===== config.mk =====
export PLATFORM = sky130hd
export DESIGN_NAME = fp_round_unit
export DESIGN_NICKNAME = d
export VERILOG_FILES = /design/src/rtl/fpr_pkg.sv /design/src/rtl/fpr_decide.sv /design/src/rtl/fpr_apply.sv /design/src/rtl/fpr_stage.sv /design/src/rtl/fp_round_unit.sv
export SDC_FILE = /design/constraint.sdc
export NUM_CORES = 1
export LEC_CHECK = 0
export BUFFER_PORTS_ARGS = -buffer_cell sky130_fd_sc_hd__buf_4
export CELL_PAD_IN_SITES_DETAIL_PLACEMENT = 1
export CELL_PAD_IN_SITES_GLOBAL_PLACEMENT = 1
export CORE_ASPECT_RATIO = 0.75
export CORE_MARGIN = 3
export CORE_UTILIZATION = 31
export DETAILED_ROUTE_END_ITERATION = 10
export PLACE_DENSITY_LB_ADDON = 0.1
export SETUP_SLACK_MARGIN = 0.4
export SYNTH_ARGS = -nofsm -noshare
export SYNTH_HDL_FRONTEND = slang
export SYNTH_SLANG_ARGS = --single-unit

===== constraint.sdc =====
create_clock -name clk -period 5.75 [get_ports clk]
set_input_delay 0.2875 -clock clk [delete_from_list [all_inputs] [get_ports clk]]
set_output_delay 0.2875 -clock clk [all_outputs]
set_load 0.02 [all_outputs]

===== src/rtl/fpr_pkg.sv =====
package fpr_pkg;

  // Rounding direction codes; the two directed codes are ordered by sign of travel.
  typedef enum logic [1:0] {
    RND_NEAR = 2'b00,
    RND_DOWN = 2'b01,
    RND_UP   = 2'b10,
    RND_CHOP = 2'b11
  } rnd_mode_e;

  localparam int EXTRA_W = 3;  // guard, round, sticky

endpackage


===== src/rtl/fpr_decide.sv =====
module fpr_decide
  import fpr_pkg::*;
(
  input  logic                 sign,
  input  logic                 special,
  input  logic                 frac_lsb,
  input  logic [EXTRA_W-1:0]   grs,
  input  rnd_mode_e            mode,
  output logic                 bump,
  output logic                 lost
);

  logic half_bit;
  logic below_half;

  always_comb begin
    half_bit   = grs[EXTRA_W-1];
    below_half = |grs[EXTRA_W-2:0];
    lost       = !special && (half_bit || below_half);
    bump       = 1'b0;
    case (mode)
      RND_NEAR: bump = half_bit && (below_half || frac_lsb);
      RND_DOWN: bump = sign && lost;
      RND_UP:   bump = !sign && lost;
      default:  bump = 1'b0;
    endcase
    if (special) bump = 1'b0;
  end

endmodule


===== src/rtl/fpr_apply.sv =====
module fpr_apply #(
  parameter int EXP_W  = 8,
  parameter int FRAC_W = 23
) (
  input  logic [EXP_W-1:0]  exp_in,
  input  logic [FRAC_W-1:0] frac_in,
  input  logic              bump,
  output logic [EXP_W-1:0]  exp_out,
  output logic [FRAC_W-1:0] frac_out,
  output logic              ovf
);

  localparam logic [EXP_W-1:0] EXP_TOP = '1;

  logic [FRAC_W:0] sum;

  always_comb begin
    sum      = {1'b0, frac_in} + {{FRAC_W{1'b0}}, bump};
    frac_out = sum[FRAC_W-1:0];
    exp_out  = exp_in + {{(EXP_W-1){1'b0}}, sum[FRAC_W]};
    ovf      = sum[FRAC_W] && (exp_out == EXP_TOP);
  end

  // without an increment nothing about the magnitude may change
  always_comb begin
    if (!bump) begin
      assert_exact_keep_R7: assert (frac_out == frac_in && exp_out == exp_in && !ovf);
    end
  end

  // an overflow must leave the infinity encoding behind it
  always_comb begin
    if (ovf) begin
      assert_overflow_inf_R9: assert (exp_out == EXP_TOP && frac_out == '0);
    end
  end

endmodule


===== src/rtl/fpr_stage.sv =====
module fpr_stage #(
  parameter int W       = 34,
  parameter bit REG_OUT = 1'b1
) (
  input  logic         clk,
  input  logic         rst_n,
  input  logic         in_valid,
  output logic         in_ready,
  input  logic [W-1:0] in_data,
  output logic         out_valid,
  input  logic         out_ready,
  output logic [W-1:0] out_data
);

  generate
    if (REG_OUT) begin : g_reg
      logic         full;
      logic [W-1:0] hold_q;

      assign in_ready  = !full || out_ready;
      assign out_valid = full;
      assign out_data  = hold_q;

      always_ff @(posedge clk) begin
        if (!rst_n) begin
          full <= 1'b0;
        end else if (in_ready) begin
          full <= in_valid;
        end
      end

      always_ff @(posedge clk) begin
        if (in_valid && in_ready) hold_q <= in_data;
      end

      // a stalled output item stays put
      assert_hold_R11: assert property (@(posedge clk) disable iff (!rst_n)
        (out_valid && !out_ready) |=> (out_valid && $stable(out_data)));
    end else begin : g_comb
      assign in_ready  = out_ready;
      assign out_valid = in_valid;
      assign out_data  = in_data;
    end
  endgenerate

endmodule


===== src/rtl/fp_round_unit.sv =====
module fp_round_unit
  import fpr_pkg::*;
#(
  parameter int EXP_W   = 8,
  parameter int FRAC_W  = 23,
  parameter bit REG_OUT = 1'b1
) (
  input  logic                      clk,
  input  logic                      rst_n,
  input  logic                      in_valid,
  output logic                      in_ready,
  input  logic                      in_sign,
  input  logic [EXP_W-1:0]          in_exp,
  input  logic [FRAC_W+EXTRA_W-1:0] in_sig,
  input  logic [1:0]                in_mode,
  output logic                      out_valid,
  input  logic                      out_ready,
  output logic [EXP_W+FRAC_W:0]     out_result,
  output logic                      out_inexact,
  output logic                      out_overflow
);

  localparam int WORD_W  = 1 + EXP_W + FRAC_W;
  localparam int STAGE_W = WORD_W + 2;

  rnd_mode_e         mode;
  logic              special;
  logic [FRAC_W-1:0] frac_in;
  logic [EXTRA_W-1:0] grs;
  logic              bump;
  logic              lost;
  logic [EXP_W-1:0]  res_exp;
  logic [FRAC_W-1:0] res_frac;
  logic              ovf;
  logic [STAGE_W-1:0] stage_in;
  logic [STAGE_W-1:0] stage_out;

  assign mode    = rnd_mode_e'(in_mode);
  assign special = &in_exp;
  assign frac_in = in_sig[FRAC_W+EXTRA_W-1:EXTRA_W];
  assign grs     = in_sig[EXTRA_W-1:0];

  fpr_decide u_decide (
    .sign     (in_sign),
    .special  (special),
    .frac_lsb (frac_in[0]),
    .grs      (grs),
    .mode     (mode),
    .bump     (bump),
    .lost     (lost)
  );

  fpr_apply #(.EXP_W(EXP_W), .FRAC_W(FRAC_W)) u_apply (
    .exp_in   (in_exp),
    .frac_in  (frac_in),
    .bump     (bump),
    .exp_out  (res_exp),
    .frac_out (res_frac),
    .ovf      (ovf)
  );

  assign stage_in = {ovf, lost, in_sign, res_exp, res_frac};

  fpr_stage #(.W(STAGE_W), .REG_OUT(REG_OUT)) u_stage (
    .clk       (clk),
    .rst_n     (rst_n),
    .in_valid  (in_valid),
    .in_ready  (in_ready),
    .in_data   (stage_in),
    .out_valid (out_valid),
    .out_ready (out_ready),
    .out_data  (stage_out)
  );

  assign out_overflow = stage_out[STAGE_W-1];
  assign out_inexact  = stage_out[STAGE_W-2];
  assign out_result   = stage_out[WORD_W-1:0];

  // a tie in nearest mode must land on an even fraction
  always_comb begin
    if (mode == RND_NEAR && !special && grs == 3'b100) begin
      assert_tie_even_R2: assert (res_frac[0] == 1'b0);
    end
  end

  // an increment only ever moves away from zero in the sign's permitted direction
  always_comb begin
    if (bump) begin
      assert_direction_R4: assert (mode != RND_CHOP &&
                                   !(mode == RND_UP && in_sign) &&
                                   !(mode == RND_DOWN && !in_sign));
    end
  end

endmodule


==> insert_results.sql <==
INSERT INTO impl_metrics (metric_group, metric, value, unit) VALUES
('outcome', 'result_of_the_run', 'finished, final reports clean', ''),
('layout', 'antenna_cells', '0', ''),
('clock_tree', 'cts_tree', 'built', ''),
('worst_hold_path', 'holdCritPathClass', 'in2reg', ''),
('layout', 'area_growth', '45.44', '%'),
('layout', 'cell_count_final_fillers_out', '290', ''),
('global_route', 'met3_usage', '0.05739', ''),
('critical_path', 'crit_path_max_fanout', '5', ''),
('pwr', 'pwr-share-comb', '0.161', ''),
('floorplanning', 'placementRows', '22', ''),
('placed_design', 'placed_cell_area', '2397', 'µm²'),
('routing', 'drc_errors', '0', ''),
('clock_tree', 'worst_setup_hold_path_clk_slew', '70', 'ps'),
('placed_design', 'place_congestion', '0.8085', ''),
('clock_tree', 'clock-sinks', '35', ''),
('global_route', 'grt_use_met1', '0.1764', ''),
('layout', 'design_area', '2515', 'µm²'),
('layout', 'design.final.nets', '265', ''),
('pwr', 'irDropWorstVdd', '0.09659', 'mV'),
('global_route', 'grt-ovfl-total', '0', ''),
('sta', 'layout_min_cycle_time', '3492', 'ps'),
('synthesis', 'total_standard_cell_area_after_synthesis', '1729', 'µm²'),
('global_route', 'grt_pass1_wl', '7.396', 'mm'),
('routing', 'drtIter0Drc', '58', ''),
('routing', 'drt_wl_total', '4.515', 'mm'),
('synthesis', 'dominantRegCellSynth', 'edfxtp_1', ''),
('sta', 'setup_total_negative_slack', '0', 'ps'),
('floorplanning', 'die-width', '92.24', 'µm'),
('placed_design', 'place.detailed.hpwl', '3.556', 'mm'),
('layout', 'commonest_non_fill_non_tap_cell_in_the_layout', 'buf_4', ''),
('clock_tree', 'ctsRootBufferMaster', 'clkbuf_8', ''),
('synthesis', 'yosys_warnings', '0', ''),
('floorplanning', 'die_height', '70.68', 'µm'),
('routing', 'detailed_route_via_count', '1346', ''),
('floorplanning', 'start_util', '0.3359', ''),
('critical_path', 'cp.required', '5910', 'ps'),
('sta', 'post-route-worst-setup-slack', '2258', 'ps'),
('pwr', 'power_density', '253.0', 'nW/µm²'),
('layout', 'most-common-layout-cells', 'buf_4 (77), edfxtp_1 (34), xnor2_1 (18)', ''),
('critical_path', 'worst-endpoint-arrival', '3650', 'ps'),
('routing', 'final_ant_viol_nets', '0', ''),
('layout', 'post_route_cells_drive_above_1_share', '0.4128', ''),
('pwr', 'cellInternalPower', '0.4860', 'mW'),
('clock_tree', 'number_of_post_cts_setup_repair_buffers', '0', ''),
('global_route', 'grt_antenna_before_repair', '0', ''),
('layout', 'layout.filler_cells', '585', ''),
('sta', 'fin_worst_hold_slack', '194.8', 'ps'),
('sta', 'worst_pin_slew', '451.3', 'ps'),
('floorplanning', 'core_footprint', '5147', 'µm²'),
('sta', 'fmaxAchievable', '286.4', 'MHz'),
('critical_path', 'critPathKind', 'in2reg', ''),
('placed_design', 'port-buffer-count', '76', ''),
('placed_design', 'placed_cells', '282', ''),
('global_route', 'groute.usage.overall', '0.1459', ''),
('sta', 'final.setup_skew', '3.952', 'ps'),
('clock_tree', 'insertion_delay', '290', 'ps'),
('placed_design', 'pre_cts_ws', '1936', 'ps'),
('pwr', 'static-leakage-power', '1.043', 'nW'),
('synthesis', 'number_of_cells_produced_by_synthesis', '133', ''),
('routing', 'drt_pass1_iterations', '4', ''),
('critical_path', 'cp-end-kind', 'register', ''),
('clock_tree', 'total_cts_buffers', '5', ''),
('sta', 'hold_violations', '0', ''),
('clock_tree', 'number_of_gates_given_a_new_drive_strength_after_cts', '0', ''),
('pwr', 'share_clk_of_total_power', '0.363', ''),
('routing', 'drt-vias-per-instance', '4.641', ''),
('synthesis', 'synth-async-reset-ratio', '0', ''),
('pwr', 'total_switching_power', '0.1503', 'mW'),
('synthesis', 'number_of_distinct_library_cells_after_synthesis', '23', ''),
('synthesis', 'synth-seq-cells', '35', ''),
('synthesis', 'synth_fp_nets', '181', '');
-- power by group through the flow --
stage,Sequential [mW],Clock (mW),Combinational [mW]
2_1_floorplan,0.328,0,0.0224
6_report,0.303,0.231,0.102
5_1_grt,0.305,0.251,0.111
3_5_place_dp,0.309,0,0.103
4_1_cts,0.303,0.238,0.104
3_3_place_gp,0.308,0,0.101
-- layer usage --
layer  vias to the layer above  wire length (µm)
li1                        648                 -
met5                         -                 0
met2                        54              2154
met4                         0                40
met1                       640              1932
met3                         4               388
-- worst paths after layout --
kind / from / to / slack (ps) / cells after the start
max: in_mode[0] / u_stage.out_data[33]$_DFFE_PP_ / 2260 / 17
min: in_sign / u_stage.out_data[31]$_DFFE_PP_ / 190 / 1
max reg2reg: u_stage.out_valid$_SDFFE_PN0N_ / u_stage.out_data[23]$_DFFE_PP_ / 4440 / 3
min reg2reg: u_stage.out_valid$_SDFFE_PN0N_ / u_stage.out_valid$_SDFFE_PN0N_ / 550 / 2
-- worst max-delay path, stage by stage --
cell       delay [ps]
buf_4             110
inv_1              80
ha_1              160
xor2_1            130
and2_1            150
o21ai_0            70
a2111oi_0         420
ha_1              250
nand3_1           210
nor4_4            480
and3_1            250
ha_1              230
ha_1              230
xor2_1            200
nand3_1           100
nor2_1             90
and4_1            190
-- flip-flops by register name (all words and copies together), names as in the netlist --
signal,flops
u_stage.out_valid,1
u_stage.out_data,34
-- synthesized netlist by cell type, types with 2 or more instances --
cell / number / area (µm²)
and2_1: 2 / 12.51
and4_1: 4 / 35.03
edfxtp_1: 34 / 1021
ha_1: 7 / 87.58
inv_1: 5 / 18.77
nand2_1: 10 / 37.54
nand3_1: 12 / 60.06
nand4_1: 5 / 31.28
nand4_2: 2 / 25.02
nor2_1: 11 / 41.29
nor3_1: 3 / 15.01
xnor2_1: 18 / 157.7
xor2_1: 10 / 87.58
-- area by class of cell --
cell class,instances,area [µm²],share of cell area
clock buffers,6,82.58,0.03284
flip-flops and latches,35,1041,0.4139
multi-input cells,93,669.4,0.2662
inverters,5,18.77,0.007463
well taps,72,90.09,0.03582
clock inverters,2,35.03,0.01393
repair buffers,77,578.1,0.2299
-- cells by family (layout without fill, tap and decap cells) --
family                     after synthesis  count (layout)  synth area share
and+or+nand+nor                         54              54            0.1795
adders and majority gates                7               7           0.05065
xor gates and xnor gates                28              28            0.1418
AOI/OAI and AO/OA                        4               4           0.01519
DFF                                     35              35            0.6020
buffers and inverters                    5              90           0.01085
-- through the flow --
step,util,power (mW)
finish,0.4886,0.6363
global route,0.4886,0.6665
CTS,0.4886,0.6453
detailed placement,0.4657,0.4122
global placement,0.4657,0.4092
floorplan,-,0.3506
No activity file was read; power rests on OpenSTA's default activity.
